<file path="src/rtl/sdr_pkg.sv">
package sdr_pkg;

    typedef enum logic [1:0] {
        OP_NOP  = 2'd0,
        OP_RD   = 2'd1,
        OP_WR   = 2'd2,
        OP_STOP = 2'd3
    } col_op_e;

    localparam int MIN_CL     = 2;
    localparam int MAX_CL     = 3;
    localparam int BEAT_IDX_W = 3;   // up to 8 beats

    typedef struct packed {
        logic                  act;
        logic                  wr;
        logic                  ilv;
        logic [1:0]            code;
        logic [BEAT_IDX_W-1:0] idx;
    } burst_ctx_t;

    function automatic logic [BEAT_IDX_W-1:0] last_beat(input logic [1:0] code);
        return BEAT_IDX_W'((4'd1 << code) - 4'd1);
    endfunction

    // Low column bits for a beat; upper bits never change inside a burst.
    function automatic logic [BEAT_IDX_W-1:0] burst_low(
        input logic [BEAT_IDX_W-1:0] start,
        input logic [BEAT_IDX_W-1:0] idx,
        input logic [1:0]            code,
        input logic                  ilv
    );
        logic [BEAT_IDX_W-1:0] m;
        logic [BEAT_IDX_W-1:0] sum;
        m   = last_beat(code);
        sum = start + idx;
        if (ilv)
            return start ^ idx;
        return (start & ~m) | (sum & m);
    endfunction

endpackage

</file>
<file path="src/rtl/sdr_burst_seq.sv">
module sdr_burst_seq
    import sdr_pkg::*;
#(
    parameter int COL_W = 6
) (
    input  logic             clk,
    input  logic             rst,
    input  col_op_e          op,
    input  logic [COL_W-1:0] col,
    input  logic [1:0]       cfg_blen,
    input  logic             cfg_ilv,
    input  logic             cfg_single_wr,
    output logic             beat_vld,
    output logic             beat_wr,
    output logic [COL_W-1:0] beat_addr,
    output logic             burst_act
);
    localparam int HI_W = COL_W - BEAT_IDX_W;

    burst_ctx_t       ctx_q, ctx_n, cur;
    logic [COL_W-1:0] base_q, cur_base;
    logic [BEAT_IDX_W-1:0] low;

    // Beat served on this edge: a new command wins over the running burst.
    always_comb begin
        cur      = ctx_q;
        cur_base = base_q;
        if (op == OP_RD || op == OP_WR) begin
            cur.act  = 1'b1;
            cur.wr   = (op == OP_WR);
            cur.ilv  = cfg_ilv;
            cur.code = (op == OP_WR && cfg_single_wr) ? 2'd0 : cfg_blen;
            cur.idx  = '0;
            cur_base = col;
        end else if (op == OP_STOP) begin
            cur.act = 1'b0;
        end
    end

    assign low       = burst_low(cur_base[BEAT_IDX_W-1:0], cur.idx, cur.code, cur.ilv);
    assign beat_vld  = cur.act;
    assign beat_wr   = cur.wr;
    assign beat_addr = {cur_base[COL_W-1 -: HI_W], low};
    assign burst_act = ctx_q.act;

    always_comb begin
        ctx_n = cur;
        if (cur.act) begin
            if (cur.idx == last_beat(cur.code))
                ctx_n.act = 1'b0;
            else
                ctx_n.idx = cur.idx + 1'b1;
        end
    end

    always_ff @(posedge clk) begin
        if (rst) begin
            ctx_q  <= '0;
            base_q <= '0;
        end else begin
            ctx_q  <= ctx_n;
            base_q <= cur_base;
        end
    end

endmodule

</file>
<file path="src/rtl/sdr_col_store.sv">
module sdr_col_store #(
    parameter int COL_W  = 6,
    parameter int LANES  = 2,
    parameter int LANE_W = 8
) (
    input  logic                    clk,
    input  logic                    we,
    input  logic [COL_W-1:0]        addr,
    input  logic [LANES-1:0]        lane_mask,
    input  logic [LANES*LANE_W-1:0] wdata,
    output logic [LANES*LANE_W-1:0] rdata
);
    localparam int DEPTH = 1 << COL_W;

    for (genvar l = 0; l < LANES; l++) begin : g_lane
        logic [LANE_W-1:0] arr [DEPTH];

        always_ff @(posedge clk) begin
            if (we && !lane_mask[l])
                arr[addr] <= wdata[l*LANE_W +: LANE_W];
        end

        assign rdata[l*LANE_W +: LANE_W] = arr[addr];
    end

endmodule

</file>
<file path="src/rtl/sdr_rd_pipe.sv">
module sdr_rd_pipe
    import sdr_pkg::*;
#(
    parameter int LANES  = 2,
    parameter int LANE_W = 8
) (
    input  logic                    clk,
    input  logic                    rst,
    input  logic                    in_vld,
    input  logic [LANES*LANE_W-1:0] in_data,
    input  logic                    cas3,
    input  logic [LANES-1:0]        dqm,
    output logic                    out_vld,
    output logic [LANES-1:0]        out_oe,
    output logic [LANES*LANE_W-1:0] out_data
);
    localparam int DW = LANES * LANE_W;

    logic [MAX_CL-1:0] vld_q;
    logic [DW-1:0]     dat_q [MAX_CL];
    logic [LANES-1:0]  msk_q1, msk_q2;
    logic [DW-1:0]     sel_data;

    always_ff @(posedge clk) begin
        if (rst) begin
            vld_q  <= '0;
            msk_q1 <= '0;
            msk_q2 <= '0;
        end else begin
            vld_q  <= {vld_q[MAX_CL-2:0], in_vld};
            msk_q1 <= dqm;
            msk_q2 <= msk_q1;
        end
    end

    always_ff @(posedge clk) begin
        dat_q[0] <= in_data;
        for (int i = 1; i < MAX_CL; i++)
            dat_q[i] <= dat_q[i-1];
    end

    assign out_vld  = cas3 ? vld_q[MAX_CL-1] : vld_q[MIN_CL-1];
    assign sel_data = cas3 ? dat_q[MAX_CL-1] : dat_q[MIN_CL-1];

    for (genvar l = 0; l < LANES; l++) begin : g_out
        assign out_oe[l] = out_vld & ~msk_q2[l];
        assign out_data[l*LANE_W +: LANE_W] =
            out_oe[l] ? sel_data[l*LANE_W +: LANE_W] : '0;
    end

endmodule

</file>
<file path="src/rtl/sdr_burst_path.sv">
module sdr_burst_path
    import sdr_pkg::*;
#(
    parameter int COL_W  = 6,
    parameter int LANES  = 2,
    parameter int LANE_W = 8
) (
    input  logic                    clk,
    input  logic                    rst,
    input  logic [1:0]              cmd_op,
    input  logic [COL_W-1:0]        cmd_col,
    input  logic                    cfg_cas3,
    input  logic [1:0]              cfg_blen,
    input  logic                    cfg_ilv,
    input  logic                    cfg_single_wr,
    input  logic [LANES-1:0]        dqm,
    input  logic [LANES*LANE_W-1:0] wdata,
    output logic [LANES*LANE_W-1:0] rdata,
    output logic [LANES-1:0]        rd_oe
);
    localparam int DW = LANES * LANE_W;

    col_op_e          op;
    logic             beat_vld, beat_wr, burst_act, rd_vld;
    logic [COL_W-1:0] beat_addr;
    logic [DW-1:0]    core_rd;

    assign op = col_op_e'(cmd_op);

    sdr_burst_seq #(.COL_W(COL_W)) u_seq (
        .clk           (clk),
        .rst           (rst),
        .op            (op),
        .col           (cmd_col),
        .cfg_blen      (cfg_blen),
        .cfg_ilv       (cfg_ilv),
        .cfg_single_wr (cfg_single_wr),
        .beat_vld      (beat_vld),
        .beat_wr       (beat_wr),
        .beat_addr     (beat_addr),
        .burst_act     (burst_act)
    );

    sdr_col_store #(.COL_W(COL_W), .LANES(LANES), .LANE_W(LANE_W)) u_store (
        .clk       (clk),
        .we        (beat_vld & beat_wr),
        .addr      (beat_addr),
        .lane_mask (dqm),
        .wdata     (wdata),
        .rdata     (core_rd)
    );

    sdr_rd_pipe #(.LANES(LANES), .LANE_W(LANE_W)) u_pipe (
        .clk      (clk),
        .rst      (rst),
        .in_vld   (beat_vld & ~beat_wr),
        .in_data  (core_rd),
        .cas3     (cfg_cas3),
        .dqm      (dqm),
        .out_vld  (rd_vld),
        .out_oe   (rd_oe),
        .out_data (rdata)
    );

endmodule

</file>
<file path="config.mk">
export PLATFORM = sky130hd
export DESIGN_NAME = sdr_burst_path
export DESIGN_NICKNAME = d
export VERILOG_FILES = /design/src/rtl/sdr_pkg.sv /design/src/rtl/sdr_burst_seq.sv /design/src/rtl/sdr_col_store.sv /design/src/rtl/sdr_rd_pipe.sv /design/src/rtl/sdr_burst_path.sv
export SDC_FILE = /design/constraint.sdc
export NUM_CORES = 1
export LEC_CHECK = 0
export BUFFER_PORTS_ARGS = -buffer_cell sky130_fd_sc_hd__buf_2
export CORE_MARGIN = 2
export CORE_UTILIZATION = 45
export DETAILED_ROUTE_END_ITERATION = 8
export PLACE_DENSITY = 0.56
export SETUP_SLACK_MARGIN = 0.05
export SLEW_MARGIN = 20
export SYNTH_ARGS = -nofsm -noshare
export SYNTH_HDL_FRONTEND = slang
export SYNTH_HIERARCHICAL = 1
export SYNTH_SLANG_ARGS = --single-unit
</file>
<file path="constraint.sdc">
create_clock -name clk -period 8.3 [get_ports clk]
set_clock_uncertainty 0.2 [all_clocks]
set_input_delay 1.66 -clock clk [delete_from_list [all_inputs] [get_ports clk]]
set_output_delay 1.66 -clock clk [all_outputs]
set_load 0.01 [all_outputs]
</file>
Yosys cells after proc, flatten, opt, wreduce, memory -nomap -nowiden
Memories as Yosys holds them, arrays and structs flattened.
Index checks and enable logic that the tools add are counted.
{ "totals": {"reg_bits": 21, "latchBits": 0, "mem_bits_rw": 1072, "romBits": 0, "out_inout_bits": 18, "n_memories": 3} }
{ "classes": {"addsub": 3, "n_mul": 0, "n_div": 0, "magnitude_cmp": 0, "n_eq_ne": 4, "shift": 1, "n_mux": 19, "bitwise": 13, "reduce_logical": 7} }
{ "mem_list": {"columns": ["name", "words", "width", "read_ports", "rd_clocked_by_memory_dff", "write_ports", "line_no", "source"], "rows": [
  ["u_store.g_lane[0].arr", 64, 8, 1, 0, 1, "sdr_col_store.sv:16", "logic [LANE_W-1:0] arr [DEPTH];"],
  ["u_store.g_lane[1].arr", 64, 8, 1, 0, 1, "sdr_col_store.sv:16", null],
  ["u_pipe.dat_q", 3, 16, 3, 0, 3, "sdr_rd_pipe.sv:20", "logic [DW-1:0] dat_q [MAX_CL];"]
]} }
{ "op_table": {"columns": ["cell", "count"], "rows": [
  ["16-bit two-way mux", 1],
  ["8-bit two-way mux", 2],
  ["3-bit two-way mux", 4],
  ["1-bit two-way mux", 9],
  ["7-bit two-way mux", 1],
  ["3-bit AND", 2],
  ["6-bit two-way mux", 1],
  ["1-bit AND", 4],
  ["2-bit equality test (second input constant)", 2],
  ["1-bit inverter", 4],
  ["3-bit by 1-bit adder with 3-bit output (second input constant)", 1],
  ["3-bit adder", 1],
  ["3-bit equality test", 1],
  ["1-bit logical AND", 3],
  ["3-bit inverter", 1],
  ["3-bit bitwise OR", 1],
  ["1-bit by 2-bit left shift with 3-bit output (first input constant)", 1],
  ["3-bit by 1-bit subtractor with 3-bit output (second input constant)", 1],
  ["3-bit bitwise XOR", 1],
  ["2-bit by 1-bit equality test with 1-bit output (second input constant)", 1],
  ["1-bit zero test", 2],
  ["2-bit two-way mux", 1],
  ["2-bit OR reduction", 1],
  ["1-bit logical OR", 1]
]} }

Longest topological paths before layout
Gate-level depths: netlist of the first run.
An unclocked memory read counts as a cell.
{ "logic_depth": {"word_depth": 11, "mapped_depth": 21, "mapped_depth_nobuf": 14} }

By module
Netlist of the first run, hierarchy kept.
{ "by_module_without_submodules": {"columns": ["module", "n_inst", "cells_per_inst", "area_per_inst_um2", "seq_area_each_um2"], "rows": [
  ["sdr_col_store", 1, 2290, 39660.5, 30749.5],
  ["sdr_rd_pipe", 1, 125, 1540.2, 1101.1],
  ["sdr_burst_seq", 1, 90, 890.9, 280.3],
  ["sdr_burst_path", 1, 2, 16.3, 0.0]
]} }

Worst setup path before layout of the first run
No wires, ideal clock.
{ "synth_path": {"path_type": "in2reg", "start": "input port cmd_op[0]", "end": "memory u_store.g_lane[0].arr[14][0] (enable)", "arrival_ns": 5.457, "t_required_ns": 7.730, "slack_ns": 2.273, "cell_stages": 19, "path_buffers": 7, "cell_sequence": "inv_1 -> ha_1 -> buf_6 -> buf_2 -> mux2_2 -> ha_1 -> fa_1 -> nand3_1 -> nand2_1 -> a211oi_1 -> buf_6 -> buf_2 -> buf_2 -> buf_2 -> buf_2 -> nand2_1 -> nor2_1 -> nand2_1 -> nor2_1"} }
{ "synth_rtl": {"columns": ["item", "line_no", "source"], "rows": [
  ["from (decl)", "sdr_burst_path.sv:10", "input logic [1:0] cmd_op,"],
  ["2-bit by 1-bit equality test with 1-bit output / 2-bit equality test (equally long branches)", "sdr_burst_seq.sv:28", "if (op == OP_RD || op == OP_WR) begin"],
  ["1-bit logical OR (*)", "sdr_burst_seq.sv:28", null],
  ["6-bit two-way mux (*)", "sdr_burst_seq.sv:28", null],
  ["via u_seq.cur_base[0]", "sdr_burst_seq.sv:21", "logic [COL_W-1:0] base_q, cur_base;"],
  ["3-bit adder (*)", "sdr_pkg.sv:36", "sum = start + idx;"],
  ["3-bit AND (*)", "sdr_pkg.sv:39", "return (start & ~m) | (sum & m);"],
  ["3-bit bitwise OR (*)", "sdr_pkg.sv:39", null],
  ["3-bit two-way mux (*)", "sdr_pkg.sv:39", null],
  ["via beat_addr[2]", "sdr_burst_path.sv:25", "logic [COL_W-1:0] beat_addr;"],
  ["to (decl)", "sdr_col_store.sv:16", null]
]} }
Mark *: on every way through the listed nets, which the timed path passes. The rest lies on a longest branch. The select of a mux whose other input is x is not followed.

Final worst setup path of the first run
{ "layout_path": {"start": "input port cmd_op[0]", "end": "memory u_store.g_lane[0].arr[55][2] (enable)"} }
Same word-level chain as after synthesis.

==> results of run 1 <==
[area by class of cell]
class,instances,area [µm²]
clock inverter,53,578
multi-input combinational,1209,9000
fill,7625,45600
sequential,1093,32100
antenna,1,2.50
inverter,5,18.8
clock buffer,145,3030
tap,1254,1570
timing repair buffer,164,1160
[state kept, by name (all words and copies together) (netlist names)]
signal / count
u_store/g_lane.arr: 1024
u_pipe/dat_q: 48
u_pipe/msk_q2: 2
u_pipe/vld_q: 3
u_seq/ctx_q: 7
u_seq/base_q: 6
u_pipe/msk_q1: 2
u_seq/burst_act: 1
[where the power goes]
part	internal (mW)	leakage, nW	switching [mW]
Clock	2.93	1.77	2.06
Sequential	6.15	9.78	0.107
Combinational	0.560	3.34	1.30
Total	9.64	14.9	3.46
[layer usage]
metal	share of wire (%)	wire length, µm
met5	0.040	50
met4	2.6	3330
met3	11	13300
met2	46	57900
met1	41	51700
[through the flow]
stage / setup slack [ns] / hold WS (ns)
after floorplan: 2.27 / 0.110
after global placement: 1.19 / 0.119
after detailed placement: 1.15 / 0.129
after CTS: 1.86 / 0.144
after global routing: 1.69 / 0.156
final: 1.77 / 0.137
[layout by cell type, fill, tap and decap left out, types with 9 or more instances in the layout]
cell type,n
dfxtp_1,69
nor3_1,27
o22ai_1,40
nand2_1,84
edfxtp_1,1024
mux2_2,44
bufinv_16,12
o221ai_1,26
o32ai_1,14
a22o_1,10
mux2i_1,51
o211ai_1,9
clkinv_1,13
nand3b_1,11
clkbuf_1,25
nor2_1,221
a22oi_1,178
a221oi_1,192
clkinv_2,17
o21ai_0,65
a21oi_1,27
nand3_1,17
buf_2,49
mux4_2,36
nor2b_1,15
clkbuf_16,114
buf_4,111
[final timing paths]
path                       startpoint                            to  slack (ns)
setup reg to reg      u_seq/base_q[0]  u_store/g_lane[0].arr[55][2]        3.26
hold reg to reg   u_pipe/dat_q[0][15]           u_pipe/dat_q[0][31]        0.14
setup / recovery            cmd_op[0]  u_store/g_lane[0].arr[55][2]        1.77
hold / removal    u_pipe/dat_q[0][15]           u_pipe/dat_q[0][31]        0.14
==> impl_metrics.py, run 1 <==
metrics = {
    "timing": {
        "worst_slew_pin_slew_ns": 1.11,
        "fmax_mhz": 153,
        "final.setup.tns_ns": 0,
        "grt_setup_unrepaired": "no",
        "fin_crit_ns": 6.53,
        "slew_headroom_pct": 25.6,
        "finalHoldViolCount": 0,
        "slew_violations": 0,
        "finalSetupViolations": 0,
        "finalCritPeriodShare_pct": 78.7,
    },
    "worst_setup_path": {
        "critical_path_buf_inv_count": 3,
        "critPathLaunchType": "input port",
        "cp.required_ns": 8.38,
        "critical_path.endpoint_type": "flip-flop",
        "crit_chain": "buf_2 -> inv_1 -> ha_1 -> buf_4 -> mux2_2 -> ha_1 -> fa_1 -> nand3_1 -> nand2_1 -> a211oi_4 -> nand2_1 -> nor2_1 -> nand2_1 -> nor2_1",
        "cp.arrival_ns": 6.61,
        "path_depth": 14,
        "worst_path_most_repeated_cell": "nand2_1",
        "cp_max_fo": 21,
        "critPathSlowestCell": "nor2_1",
        "rr_worst_depth": 10,
        "cp_slowest_stage_delay_ns": 1.00,
        "critPathTopFamily": "simple AND/OR/NAND/NOR gates",
        "crit_type": "input port to flip-flop",
    },
    "power_and_ir_drop": {
        "ir_drop_v": 0.000178,
        "finalPower_mw": 13.1,
        "p_per_area_nw_per_um2": 276,
        "p_leak_nw": 14.9,
    },
    "global_route": {
        "track_usage_pct": 26.3,
        "grt_max_degree": 79,
        "antenna_found_initial": 7,
        "grt_pass1_vias": 24469,
        "use_met2_pct": 40.3,
        "use_met1_pct": 38.5,
        "overflow": 0,
        "gr-usage-met3_pct": 4.68,
        "grt_pass1_wl_um": 181000,
        "grt-busiest-layer": "met2",
    },
    "logic_synthesis": {
        "syn_nets": 2545,
        "post_synth.cell_area_avg_um2": 16.8,
        "yosys_warnings": 6,
        "synth_area_um2": 42100,
        "synth_cells": 2506,
    },
    "floorplanning": {
        "die_area_um2": 96000,
        "die_h_um": 310,
        "core_area_um2": 93000,
        "start_util_pct": 45.2,
        "rows": 112,
        "ios": 51,
        "die_x_um": 310,
    },
    "clock_tree": {
        "h-tree-depth": 3,
        "cts-root-buf": "clkbuf_16",
        "clk_path_buf_depth": 3,
        "clkSinkCount": 1093,
        "cts_inserted_buffers": 106,
        "postCtsSetupBuffers": 0,
        "insertion_delay_ns": 0.68,
        "cts_hold_buf": 0,
        "cts_tree": "built",
        "cts_resized": 0,
        "clkTransAtPathRegs_ns": 0.06,
    },
    "routing": {
        "firstDrtPassIters": 6,
        "via_per_inst": 6.47,
        "via_count": 25382,
        "drt_iter0_drc": 3626,
        "postRouteAntennaNets": 0,
        "remaining_drc_errors": 0,
        "wirelength_um": 126000,
        "wire_per_inst_um": 32.2,
    },
    "worst_hold_path": {
        "worstHoldPathCells": 0,
        "hold_class": "flip-flop to flip-flop",
    },
    "layout": {
        "instances_no_fill": 3924,
        "syn_to_final_growth_pct": 12.8,
        "final_util_pct": 51.0,
        "fin_area_um2": 47500,
        "layout-drive-gt1-share_pct": 16.9,
        "final_nets": 2618,
    },
    "place": {
        "dpl.hpwl_um": 76700,
        "place.gp.congestion": 0.930,
        "dp.cells": 3725,
        "port_buffers": 50,
        "place_area_um2": 43900,
    },
    "flow_run": {
        "cap_violations": 0,
    },
    "run_status": {
        "status": "finished, final reports clean",
    },
}
No activity file was read; power rests on OpenSTA's default activity.
==> run 2, diff against run 1 <==
Settings changed: PLACE_DENSITY 0.56 to 0.58.
Clock period 8.3 ns to 5.65 ns, I/O delays scaled along.
==> run 2 against run 1 <==
First-iteration DRC count down 3.0%. Sequential power increased by 46%. Clock power grew 47%. Non-clock buffer count grew 216. Largest power group unchanged. Highest routed layer unchanged.
==> impl_metrics.py, run 2 (synthesis results as in run 1) <==
metrics = {
    "run_status": {
        "status": "finished, final reports clean",
    },
    "power_and_ir_drop": {
        "ir_drop_v": 0.000249,
        "switching_power_mw": 5.08,
        "p_per_area_nw_per_um2": 395,
        "p_comb_share_pct": 15.6,
        "seq_power_share_pct": 46.8,
        "pwr-share-clk_pct": 37.6,
        "p_int_mw": 14.5,
        "switching_share_pct": 25.9,
        "finalPower_mw": 19.6,
        "p_leak_nw": 16.1,
    },
    "clock_tree": {
        "clkSinkCount": 1093,
        "cts_inserted_buffers": 106,
        "clkTransAtPathRegs_ns": 0.06,
        "cts-root-buf": "clkbuf_16",
        "postCtsSetupBuffers": 0,
        "cts_hold_buf": 0,
        "insertion_delay_ns": 0.68,
        "cts_resized": 0,
        "h-tree-depth": 3,
        "clk_path_buf_depth": 3,
        "cts_tree": "built",
    },
    "worst_setup_path": {
        "cp_max_fo": 16,
        "cp.arrival_ns": 5.66,
        "critical_path.endpoint_type": "flip-flop",
        "critPathSlowestCell": "a2111oi_1",
        "critPathLaunchType": "input port",
        "cp_slowest_stage_delay_ns": 0.84,
        "crit_type": "input port to flip-flop",
        "crit_chain": "buf_2 -> inv_1 -> ha_1 -> mux2_2 -> ha_1 -> fa_1 -> mux2_2 -> mux2_8 -> and2_4 -> buf_4 -> a221oi_1 -> nor2_1 -> a2111oi_1 -> o21ai_1 -> or3_1",
        "cp.required_ns": 5.99,
        "critPathTopFamily": "compound AO/OA/AOI/OAI gates",
        "critical_path_buf_inv_count": 3,
    },
    "layout": {
        "fill_cells": 7445,
        "final_nets": 2834,
        "largestRegisters": "u_store/g_lane.arr (1024), u_pipe/dat_q (48), u_seq/ctx_q (7)",
        "layout-drive-gt1-share_pct": 23.1,
        "regMostFlops": "u_store/g_lane.arr",
        "syn_to_final_growth_pct": 17.8,
        "instances_no_fill": 4142,
        "fin_area_um2": 49600,
        "largest_register_ffs": 1024,
        "mostFrequentLayoutCells": "1024 x edfxtp_1, 291 x buf_4, 221 x nor2_1",
        "final_common_cell": "edfxtp_1",
    },
    "timing": {
        "fin_crit_ns": 5.31,
        "worst_slew_pin_slew_ns": 1.29,
        "finalSetupViolations": 0,
        "final.setup.tns_ns": 0,
        "slew_violations": 0,
        "finalCritPeriodShare_pct": 94.1,
        "finalHoldViolCount": 0,
        "setup_ws_ns": 0.336,
        "grt_setup_unrepaired": "no",
        "fmax_mhz": 188,
        "slew_headroom_pct": 13.4,
    },
    "routing": {
        "via_per_inst": 6.23,
        "remaining_drc_errors": 0,
        "drt_iter0_drc": 3516,
        "wirelength_um": 126000,
        "via_count": 25804,
        "wire_per_inst_um": 30.4,
        "firstDrtPassIters": 5,
        "postRouteAntennaNets": 0,
    },
    "global_route": {
        "track_usage_pct": 26.3,
        "grt-busiest-layer": "met2",
        "grt_max_degree": 65,
        "antenna_found_initial": 5,
        "use_met2_pct": 40.2,
        "use_met1_pct": 38.0,
        "overflow": 0,
        "grt_pass1_vias": 25291,
        "gr-usage-met3_pct": 5.78,
        "grt_pass1_wl_um": 181000,
    },
    "place": {
        "dpl.hpwl_um": 80200,
        "post-place-ws_ns": -0.448,
        "port_buffers": 50,
        "place_area_um2": 46000,
        "place.gp.congestion": 0.911,
        "dp.cells": 3941,
    },
    "floorplanning": {
        "die_area_um2": 96000,
        "die_x_um": 310,
        "rows": 112,
        "die_h_um": 310,
        "ios": 51,
        "start_util_pct": 45.2,
        "core_area_um2": 93000,
    },
    "flow_run": {
        "cap_violations": 0,
    },
    "worst_hold_path": {
        "hold_class": "flip-flop to flip-flop",
    },
}
run 2: cell count changes in the layout (fill, tap and decap cells not counted), sizes merged:
cell,change
buf,+216
clkinvlp,+4
bufinv,+3
clkbuf,-3
clkinv,-1
inv,-1
run 2: worst register-to-register path, stage by stage, from the launching register on:
cell and delay [ns]:
dfxtp_1 0.29, mux2_2 0.30, ha_1 0.23, fa_1 0.44, mux2_2 0.28, mux2_8 0.38
and2_4 0.27, buf_4 0.25, a221oi_1 0.34, nor2_1 0.12, a2111oi_1 0.84, o21ai_1 0.12
or3_1 0.37
run 2: cell type report:
cell class,count,area (µm²),area share (%)
Sequential cell,1093,32100,64.8
Multi-Input combinational cell,1209,8990,18.1
Timing Repair Buffer,380,3260,6.57
Clock buffer,142,2940,5.93
Tap cell,1254,1570,3.16
Clock inverter,58,686,1.38
Inverter,5,18.8,0.0378
Antenna cell,1,2.50,0.00505
run 2: per-stage QoR:
stage	util (%)	hold slack (ns)
2_1_floorplan	-	0.110
3_3_place_gp	49.4	0.122
3_5_place_dp	49.4	0.135
4_1_cts	53.3	0.145
5_1_grt	53.3	0.157
6_report	53.3	0.139
run 2: worst paths after layout:
kind / startpoint / to / slack (ns) / depth (start not counted)
setup / recovery: cmd_op[0] / u_pipe/dat_q[0][2] / 0.34 / 15
hold / removal: u_pipe/dat_q[0][2] / u_pipe/dat_q[0][18] / 0.14 / 0
setup reg to reg: u_seq/base_q[0] / u_pipe/dat_q[0][2] / 1.08 / 12
hold reg to reg: u_pipe/dat_q[0][2] / u_pipe/dat_q[0][18] / 0.14 / 0
run 2: power groups by stage:
stage	combinational, mW	clock (mW)	sequential, mW
detailed placement	3.01	0	9.34
global route	3.21	7.75	9.18
global placement	2.98	0	9.33
floorplan	1.61	0	9.25
finish	3.06	7.36	9.16
CTS	3.02	7.43	9.16
run 2: metal layers:
layer | wire length [µm] | vias up
li1 | - | 10850
met4 | 3380 | 8
met1 | 51900 | 13245
met3 | 13300 | 206
met5 | 42 | -
met2 | 57300 | 1495
